===== src/rtl/ser_burst_pkg.sv =====
package ser_burst_pkg;

    typedef enum logic [1:0] {
        ST_IDLE  = 2'd0,
        ST_SHIFT = 2'd1,
        ST_GAP   = 2'd2
    } sbm_state_e;

    localparam int unsigned NEED_PLAIN = 14;
    localparam int unsigned NEED_MUL   = 26;
    localparam int unsigned NEED_DIV   = 40;
    localparam int unsigned NEED_EXTW  = 18;

    localparam int unsigned NEED_MAX_A = (NEED_PLAIN > NEED_MUL) ? NEED_PLAIN : NEED_MUL;
    localparam int unsigned NEED_MAX_B = (NEED_DIV > NEED_EXTW) ? NEED_DIV : NEED_EXTW;
    localparam int unsigned NEED_MAX   = (NEED_MAX_A > NEED_MAX_B) ? NEED_MAX_A : NEED_MAX_B;

    localparam int unsigned GAP_HALVES = 5;

    function automatic int unsigned cyc_need(input logic [1:0] cls);
        case (cls)
            2'd1:    return NEED_MUL;
            2'd2:    return NEED_DIV;
            2'd3:    return NEED_EXTW;
            default: return NEED_PLAIN;
        endcase
    endfunction

endpackage


===== src/rtl/sbm_half_tick.sv =====
module sbm_half_tick #(
    parameter int HPW = 4
) (
    input  logic           clk,
    input  logic           rst,
    input  logic           run,
    input  logic           clr,
    input  logic [HPW-1:0] hp,
    output logic           tick
);
    logic [HPW-1:0] cnt_d, cnt_q;

    always_comb begin
        tick  = run && (cnt_q == hp - 1'b1);
        cnt_d = cnt_q + 1'b1;
        if (!run || clr || tick) begin
            cnt_d = '0;
        end
    end

    always_ff @(posedge clk) begin
        if (rst) begin
            cnt_q <= '0;
        end else begin
            cnt_q <= cnt_d;
        end
    end
endmodule


===== src/rtl/sbm_gap_timer.sv =====
module sbm_gap_timer #(
    parameter int CYC_W  = 6,
    parameter int HALVES = 5
) (
    input  logic             clk,
    input  logic             rst,
    input  logic             active,
    input  logic             tick,
    input  logic [CYC_W-1:0] need,
    output logic             expired
);
    localparam int HALF_W = $clog2(HALVES + 1);
    localparam logic [HALF_W-1:0] HALF_TOP = HALF_W'(HALVES);
    localparam logic [CYC_W-1:0]  CYC_TOP  = '1;

    logic [HALF_W-1:0] half_d, half_q;
    logic [CYC_W-1:0]  cyc_d, cyc_q;

    always_comb begin
        half_d = half_q;
        if (tick && half_q < HALF_TOP) begin
            half_d = half_q + 1'b1;
        end
        cyc_d = cyc_q;
        if (cyc_q != CYC_TOP) begin
            cyc_d = cyc_q + 1'b1;
        end
        expired = active && (half_d >= HALF_TOP) && (cyc_d >= need);
        if (!active || expired) begin
            half_d = '0;
            cyc_d  = '0;
        end
    end

    always_ff @(posedge clk) begin
        if (rst) begin
            half_q <= '0;
            cyc_q  <= '0;
        end else begin
            half_q <= half_d;
            cyc_q  <= cyc_d;
        end
    end
endmodule


===== src/rtl/ser_burst_master.sv =====
module ser_burst_master
    import ser_burst_pkg::*;
#(
    parameter int MAXB = 32,
    parameter int HPW  = 4,
    parameter int DW   = 8,
    localparam int CW    = $clog2(MAXB + 1),
    localparam int PW    = $clog2(2 * DW),
    localparam int CYC_W = $clog2(NEED_MAX + 1)
) (
    input  logic           clk,
    input  logic           rst,
    input  logic           start,
    input  logic [CW-1:0]  byte_cnt,
    input  logic [HPW-1:0] half_per,
    input  logic [1:0]     proc_class,
    input  logic [DW-1:0]  tx_data,
    output logic           tx_take,
    output logic [DW-1:0]  rx_data,
    output logic           rx_valid,
    output logic           busy,
    output logic           done,
    output logic           sck,
    output logic           so,
    input  logic           si
);
    localparam logic [PW-1:0] PH_LAST = PW'(2 * DW - 1);

    typedef struct packed {
        sbm_state_e     st;
        logic [PW-1:0]  ph;
        logic [DW-1:0]  sh;
        logic [DW-1:0]  rx;
        logic [DW-1:0]  rxo;
        logic [CW-1:0]  left;
        logic [HPW-1:0] hp;
        logic [1:0]     cls;
        logic           done;
        logic           rxv;
        logic           take;
    } sbm_regs_t;

    sbm_regs_t r_d, r_q;
    logic      tick;
    logic      gap_exp;
    logic      cnt_ok;
    logic [CYC_W-1:0] need;

    assign need   = CYC_W'(cyc_need(r_q.cls));
    assign cnt_ok = (byte_cnt != '0) && (byte_cnt <= CW'(MAXB));

    sbm_half_tick #(.HPW(HPW)) u_tick (
        .clk  (clk),
        .rst  (rst),
        .run  (r_q.st != ST_IDLE),
        .clr  (gap_exp),
        .hp   (r_q.hp),
        .tick (tick)
    );

    sbm_gap_timer #(.CYC_W(CYC_W), .HALVES(GAP_HALVES)) u_gap (
        .clk     (clk),
        .rst     (rst),
        .active  (r_q.st == ST_GAP),
        .tick    (tick),
        .need    (need),
        .expired (gap_exp)
    );

    always_comb begin
        r_d      = r_q;
        r_d.done = 1'b0;
        r_d.rxv  = 1'b0;
        r_d.take = 1'b0;
        case (r_q.st)
            ST_IDLE: begin
                if (start && cnt_ok) begin
                    r_d.st   = ST_SHIFT;
                    r_d.ph   = '0;
                    r_d.sh   = tx_data;
                    r_d.take = 1'b1;
                    r_d.left = byte_cnt;
                    r_d.hp   = (half_per == '0) ? HPW'(1) : half_per;
                    r_d.cls  = proc_class;
                end
            end
            ST_SHIFT: begin
                if (tick) begin
                    r_d.ph = r_q.ph + 1'b1;
                    if (!r_q.ph[0]) begin
                        r_d.rx = {r_q.rx[DW-2:0], si};
                    end else if (r_q.ph != PH_LAST) begin
                        r_d.sh = {r_q.sh[DW-2:0], 1'b0};
                    end
                    if (r_q.ph == PH_LAST) begin
                        r_d.rxo = r_q.rx;
                        r_d.rxv = 1'b1;
                        if (r_q.left == CW'(1)) begin
                            r_d.st   = ST_IDLE;
                            r_d.done = 1'b1;
                        end else begin
                            r_d.left = r_q.left - 1'b1;
                            r_d.st   = ST_GAP;
                        end
                    end
                end
            end
            ST_GAP: begin
                if (gap_exp) begin
                    r_d.st   = ST_SHIFT;
                    r_d.ph   = '0;
                    r_d.sh   = tx_data;
                    r_d.take = 1'b1;
                end
            end
            default: r_d.st = ST_IDLE;
        endcase
    end

    always_ff @(posedge clk) begin
        if (rst) begin
            r_q    <= '0;
            r_q.st <= ST_IDLE;
            r_q.hp <= HPW'(1);
        end else begin
            r_q <= r_d;
        end
    end

    assign busy     = (r_q.st != ST_IDLE);
    assign sck      = (r_q.st != ST_SHIFT) || r_q.ph[0];
    assign so       = r_q.sh[DW-1];
    assign rx_data  = r_q.rxo;
    assign rx_valid = r_q.rxv;
    assign done     = r_q.done;
    assign tx_take  = r_q.take;
endmodule


===== config.mk =====
export PLATFORM = sky130hd
export DESIGN_NAME = ser_burst_master
export DESIGN_NICKNAME = d
export VERILOG_FILES = /design/src/rtl/ser_burst_pkg.sv /design/src/rtl/sbm_half_tick.sv /design/src/rtl/sbm_gap_timer.sv /design/src/rtl/ser_burst_master.sv
export SDC_FILE = /design/constraint.sdc
export NUM_CORES = 1
export LEC_CHECK = 0
export ABC_AREA = 1
export BUFFER_PORTS_ARGS = -buffer_cell sky130_fd_sc_hd__buf_2
export CAP_MARGIN = 5
export CORE_UTILIZATION = 45
export CTS_BUF_LIST = sky130_fd_sc_hd__clkbuf_16
export CTS_CLUSTER_SIZE = 30
export DETAILED_ROUTE_END_ITERATION = 16
export GPL_TIMING_DRIVEN = 0
export PLACE_DENSITY = 0.68
export SYNTH_ARGS = -nofsm -noshare
export SYNTH_HDL_FRONTEND = slang
export SYNTH_HIERARCHICAL = 1
export SYNTH_SLANG_ARGS = --single-unit

===== constraint.sdc =====
create_clock -name clk -period 2.85 [get_ports clk]
set_input_delay 0.285 -clock clk [delete_from_list [all_inputs] [get_ports clk]]
set_output_delay 0.285 -clock clk [all_outputs]
set_load 0.01 [all_outputs]

==> impl_metrics.json, run 1 <==
{
  "status": "completed",
  "worstSetupStartpoint": "r_q[5]",
  "mostFrequentLayoutCells": "86 x nor2_1, 82 x nand2_1, 64 x inv_1",
  "nets": 571,
  "numCtsBuffers": 9,
  "top_usage_layer": "met2",
  "drive_above_1_share_pct": 24.9,
  "syn_area_um2": 3210,
  "cp.required_ps": 3070,
  "first_pass_iters": 4,
  "hold_path_depth": 3,
  "crit_top_cell": "nand2_1",
  "grt_util_met2_pct": 35.3,
  "slew_viol_final": 0,
  "async_reset_ff_share_pct": 0,
  "worst-setup-path-type": "reg2reg",
  "yosys.area.top_type": "dfxtp_1",
  "path_clk_slew_ps": 50,
  "synth_edf_count": 0,
  "met3_usage_pct": 6.10,
  "yosysUniqueCellTypes": 36,
  "vias_per_cell": 4.74,
  "gp_congestion": 0.854,
  "antenna_found_initial": 0,
  "fin_crit_ps": 2680,
  "hold_slack_ps": 262,
  "reg2reg_to": "r_q[34]",
  "synthCells": 472,
  "initial_core_util_pct": 47.0,
  "final_antenna_net_count": 0,
  "num_rows": 30,
  "hpwlAfterDp_mm": 4.78,
  "hold_path_class": "in2reg",
  "grt_pass1_vias": 2779,
  "grt_util_all_layers_pct": 19.9,
  "crit_slowest_cell": "dfxtp_4",
  "netlist_top_cells_area": "dfxtp_1 36%, nor2_1 11%, nand2_1 10%",
  "cts_sinks": 58,
  "wire_per_inst_um": 11.0,
  "path_cells": "inv_2, ha_2, nand2_1, nand2_1, nor2_1, nand2_1, nor2_2, nand2_2, clkinvlp_4, buf_6, nand4_1, nand2_1, nor2_1, nand2_1, nand2_1, nand2_2, inv_4, o22ai_4, nor2_4, nand3_4, buf_4, nor2_1, nor2_1",
  "area.growth.synth_to_final_pct": 25.7,
  "clk_latency_ps": 320,
  "n_fill_cell": 685,
  "netlist.area_leader.share_pct": 36.2,
  "hold_buffers": 0,
  "cp.arrival_ps": 2900,
  "dieArea_um2": 7470,
  "grt_pass1_wl_mm": 11.7,
  "die_h_um": 86.5,
  "final_cells": 630,
  "rsz0062_at_grt": "true",
  "cts_htree_levels": 3,
  "synth_flop_cell": "dfxtp_1",
  "port_buffers": 37,
  "synth.avg_cell_area_um2": 6.80,
  "overflow": 0,
  "worst-path-stages": 23,
  "crit_end": "r_q[34]",
  "slowest_delay_ps": 350,
  "power_density_nw_per_um2": 832,
  "clock_skew_ps": 7.46,
  "setup_violations": 0,
  "ys_seq_area_share_pct": 36.2,
  "dp.cells": 605,
  "critical_path.reg2reg.startpoint": "r_q[5]",
  "path_buf_inv": 5,
  "finalHoldViolCount": 0,
  "crit_fanout": 7,
  "r2r_cells": 23,
  "cts_tree": "built",
  "cpLargestDelayFamily": "simple AND/OR/NAND/NOR gates",
  "wl_mm": 6.93,
  "num_io_pins": 38,
  "cts_root_buffer": "clkbuf_16",
  "grt_max_degree": 11,
  "drc": 0,
  "clockBufferDepth": 2,
  "synth_nets": 513,
  "timing.fmax_mhz": 373,
  "crit_path_end_kind": "flop",
  "r2r_slack_ps": 170,
  "post-route-period-util_pct": 94.1,
  "final_common_cell": "nor2_1",
  "leakage_nw": 2.06,
  "die_w_um": 86.5,
  "ys_warn_count": 6,
  "num_vias": 2984,
  "cap_viol_max_count": 0,
  "grt.met1_usage_pct": 23.0,
  "drtIter0Drc": 121,
  "critPathLaunchType": "flop",
  "core_um2": 6830,
  "antenna_cells": 0,
  "vdd_drop_max_mv": 0.568,
  "ys_ff_latch": 58
}
-- cells by family (layout without fill, tap and decap cells) --
group           Yosys count  count (layout)  share of synthesized area, %
flops                    58              58                          36.2
simple gates            224             224                          30.5
compound gates           68              68                          11.5
other cells               1               1                         0.117
buf+inv                  96             158                          12.8
xor+xnor                  8               8                          2.18
fa+ha+maj                17              17                          6.63
-- cell type report --
| class | count | area (µm²) | area share, % |
|---|---|---|---|
| clock buffer | 9 | 225 | 5.58 |
| buffer | 21 | 130 | 3.23 |
| inverter | 75 | 288 | 7.13 |
| timing repair buffer | 47 | 264 | 6.54 |
| multi-input combinational | 318 | 1740 | 43.2 |
| sequential | 58 | 1180 | 29.2 |
| tap | 96 | 120 | 2.98 |
| clock inverter | 6 | 82.6 | 2.05 |
-- synth_stat cells (all sizes together) (5+ instances only) --
cell type / n
nand2: 95
nor2: 94
inv: 74
dfxtp: 58
o21ai: 34
nand3: 23
a21oi: 22
ha: 17
buf: 16
nand4: 8
o22ai: 6
clkbuf: 5
xor2: 5
-- how the worst min path moves through the flow --
stage,from,end
2_1_floorplan,r_q[6],r_q[6]
3_3_place_gp,r_q[6],r_q[6]
3_5_place_dp,r_q[6],r_q[6]
4_1_cts,proc_class[0],r_q[3]
5_1_grt,half_per[0],r_q[5]
6_report,proc_class[0],r_q[3]
-- worst min-delay path, cell delays in order --
cell and delay [ps]:
buf_2 70, o21ai_0 70, a21oi_1 110
-- metrics by stage --
step / utilization (%) / power (W) / instance area [µm²] / setup slack (ps) / setup TNS (ps)
after CTS: 56.9 / 0.00326 / 3880 / 7.50 / 0
after global routing: 59.0 / 0.00360 / 4030 / -58.5 / -212
final: 59.0 / 0.00336 / 4030 / 167 / 0
after floorplan: - / 0.00184 / 3210 / 115 / 0
after global placement: 51.4 / 0.00203 / 3510 / -315 / -2780
after detailed placement: 51.4 / 0.00206 / 3510 / -355 / -3120
-- flip-flops by register name, summed over array words and instances, names as in the netlist, 3 cells and up --
register	cells
r_q	33
rx_data	8
u_gap/cyc_q	6
u_gap/half_q	3
u_tick/cnt_q	4
-- repair_timing --
item,4_1_cts,5_1_grt
gates cloned,0,1
setup endpoints to repair,14,15
pin swaps,4,17
setup buffers,5,4
gates resized for setup,9,42
endpoints found under the hold margin,0,0
-- metal layers --
layer / wire (µm) / up-vias
met5: 0 / -
met4: 77 / 0
met3: 261 / 9
met2: 3400 / 49
met1: 3190 / 1347
li1: - / 1579
-- where the power goes --
group / switching [W] / leakage (nW) / internal, W
logic: 0.000734 / 1.44 / 0.000470
clock network: 0.000362 / 0.153 / 0.000754
registers: 0.0000820 / 0.475 / 0.000954
total: 0.00118 / 2.06 / 0.00218
No activity file was read; power rests on OpenSTA's default activity.
==> run 2, diff against run 1 <==
--- a/config.mk
+++ b/config.mk
@@ -6,8 +6,9 @@
 export NUM_CORES = 1
 export LEC_CHECK = 0
 export ABC_AREA = 1
-export BUFFER_PORTS_ARGS = -buffer_cell sky130_fd_sc_hd__buf_2
+export BUFFER_PORTS_ARGS = -buffer_cell sky130_fd_sc_hd__buf_4
 export CAP_MARGIN = 5
+export CORE_MARGIN = 3
 export CORE_UTILIZATION = 45
 export CTS_BUF_LIST = sky130_fd_sc_hd__clkbuf_16
 export CTS_CLUSTER_SIZE = 30
==> run 2 against run 1 <==
First-iteration DRC count rose by 9.1%. Global-route usage fell by 1.8 points. Flip-flop and latch count did not move. Sequential share of layout area fell by 1.7 points. Clock power rose by 7%. Non-clock buffer count rose by 7. Routed wire length rose by 5.0%. Maximum frequency fell by 0.80%. Total power rose by 4.1%. Critical endpoint is now r_q[32]. Highest routed layer unchanged.
==> impl_metrics.json, run 2 (synthesis results as in run 1) <==
{
  "status": "completed",
  "core_um2": 6870,
  "n_fill_cell": 633,
  "mostFrequentLayoutCells": "87 x nor2_1, 79 x nand2_1, 63 x inv_1",
  "final_cells": 638,
  "nets": 578,
  "dieArea_um2": 8180,
  "clockBufferDepth": 2,
  "timing.fmax_mhz": 370,
  "hold_path_class": "in2reg",
  "worstSetupStartpoint": "u_gap/cyc_q[0]",
  "num_rows": 30,
  "worst-setup-path-type": "reg2reg",
  "vdd_drop_max_mv": 0.414,
  "drc": 0,
  "clock_skew_ps": 6.63,
  "antenna_found_initial": 0,
  "hpwlAfterDp_mm": 4.99,
  "setup_violations": 0,
  "critPathLaunchType": "flop",
  "num_io_pins": 38,
  "crit_end": "r_q[32]",
  "power_density_nw_per_um2": 819,
  "initial_core_util_pct": 46.7,
  "fin_crit_ps": 2700,
  "finalHoldViolCount": 0,
  "path_clk_slew_ps": 50,
  "die_w_um": 90.5,
  "critical_path.reg2reg.startpoint": "u_gap/cyc_q[0]",
  "cts_root_buffer": "clkbuf_16",
  "crit_path_end_kind": "flop",
  "drtIter0Drc": 132,
  "regMostFlops": "r_q",
  "final_common_cell": "nor2_1",
  "leakage_nw": 2.13,
  "grt_pass1_wl_mm": 12.2,
  "r2r_cells": 21,
  "num_vias": 3032,
  "tns_ps": 0,
  "overflow": 0,
  "wire_per_inst_um": 11.4,
  "area.growth.synth_to_final_pct": 32.9,
  "hold_buffers": 0,
  "grt_util_all_layers_pct": 18.1,
  "clk_latency_ps": 320,
  "grt_max_degree": 11,
  "antenna_cells": 0,
  "dp.cells": 605,
  "final_antenna_net_count": 0,
  "crit_fanout": 7,
  "cts_htree_levels": 3,
  "r2r_slack_ps": 150,
  "largest_register_ffs": 33,
  "cap_viol_max_count": 0,
  "slew_viol_final": 0,
  "grt_pass1_vias": 2844,
  "cts_tree": "built",
  "die_h_um": 90.5,
  "cts_sinks": 58,
  "first_pass_iters": 4,
  "drive_above_1_share_pct": 26.0,
  "post-route-period-util_pct": 94.9,
  "vias_per_cell": 4.75,
  "port_buffers": 37,
  "gp_congestion": 0.870,
  "cp.arrival_ps": 2920,
  "numCtsBuffers": 9,
  "wl_mm": 7.28,
  "reg2reg_to": "r_q[32]",
  "cp.required_ps": 3070
}
-- run 2: worst min-delay path by stage --
stage / start / to / cells after the start
final: half_per[2] / r_q[7] / 3
after global routing: half_per[2] / r_q[7] / 3
after CTS: proc_class[0] / r_q[3] / 3
after detailed placement: r_q[6] / r_q[6] / 2
after global placement: r_q[6] / r_q[6] / 2
after floorplan: r_q[6] / r_q[6] / 2
-- run 2: layout make-up --
type | instances | area, µm² | share of cell area [%]
plain buffers | 21 | 130 | 3.05
clock buffers | 9 | 225 | 5.28
clock inverters | 7 | 108 | 2.52
inverters | 75 | 293 | 6.87
multi-input cells | 318 | 1790 | 42.1
flip-flops and latches | 58 | 1170 | 27.5
well taps | 96 | 120 | 2.82
repair buffers | 54 | 420 | 9.86
-- run 2: power breakdown --
| part | internal [W] | switching, W | leakage, nW | total [W] |
|---|---|---|---|---|
| Sequential | 0.000956 | 0.0000824 | 0.474 | 0.00104 |
| Combinational | 0.000526 | 0.000733 | 1.49 | 0.00126 |
| Clock | 0.000843 | 0.000354 | 0.164 | 0.00120 |
-- run 2: per-layer routing --
layer | up-vias | routed length, µm | GRT usage, %
met5 | - | 0 | 0
met4 | 0 | 108 | 7.14
met3 | 9 | 327 | 4.58
met2 | 61 | 3620 | 32.0
met1 | 1362 | 3220 | 20.9
li1 | 1600 | - | -
-- run 2: worst max-delay path, cell delays in order, from the launching register on --
cell and delay, ps:
dfxtp_4 350, ha_4 170, nand2_4 80, nor2_4 40, nand2_2 110, nor2_4 60
buf_4 140, a21oi_4 110, inv_1 60, ha_1 280, nand2_2 60, nor2_2 70
o21ai_1 60, a21oi_1 170, nand2_2 90, inv_4 80, o22ai_4 80, nor2_4 130
nand3_4 120, buf_4 190, nor2_1 90, nor2_1 50
-- run 2: metrics by stage --
stage	instance area, µm²	hold WS [ps]	utilization [%]	power (W)	setup slack, ps
6_report	4260	255	62.1	0.00349	145
5_1_grt	4260	270	62.1	0.00374	-56.3
4_1_cts	4020	247	58.5	0.00337	11.6
3_5_place_dp	3610	444	52.5	0.00208	-406
3_3_place_gp	3610	444	52.5	0.00205	-331
2_1_floorplan	3210	428	-	0.00184	115
-- run 2: timing repair --
action,CTS,global route
gates cloned,0,1
buffers inserted,6,10
gates resized for setup,12,46
pin swaps,2,16
endpoints found under the setup margin,14,16
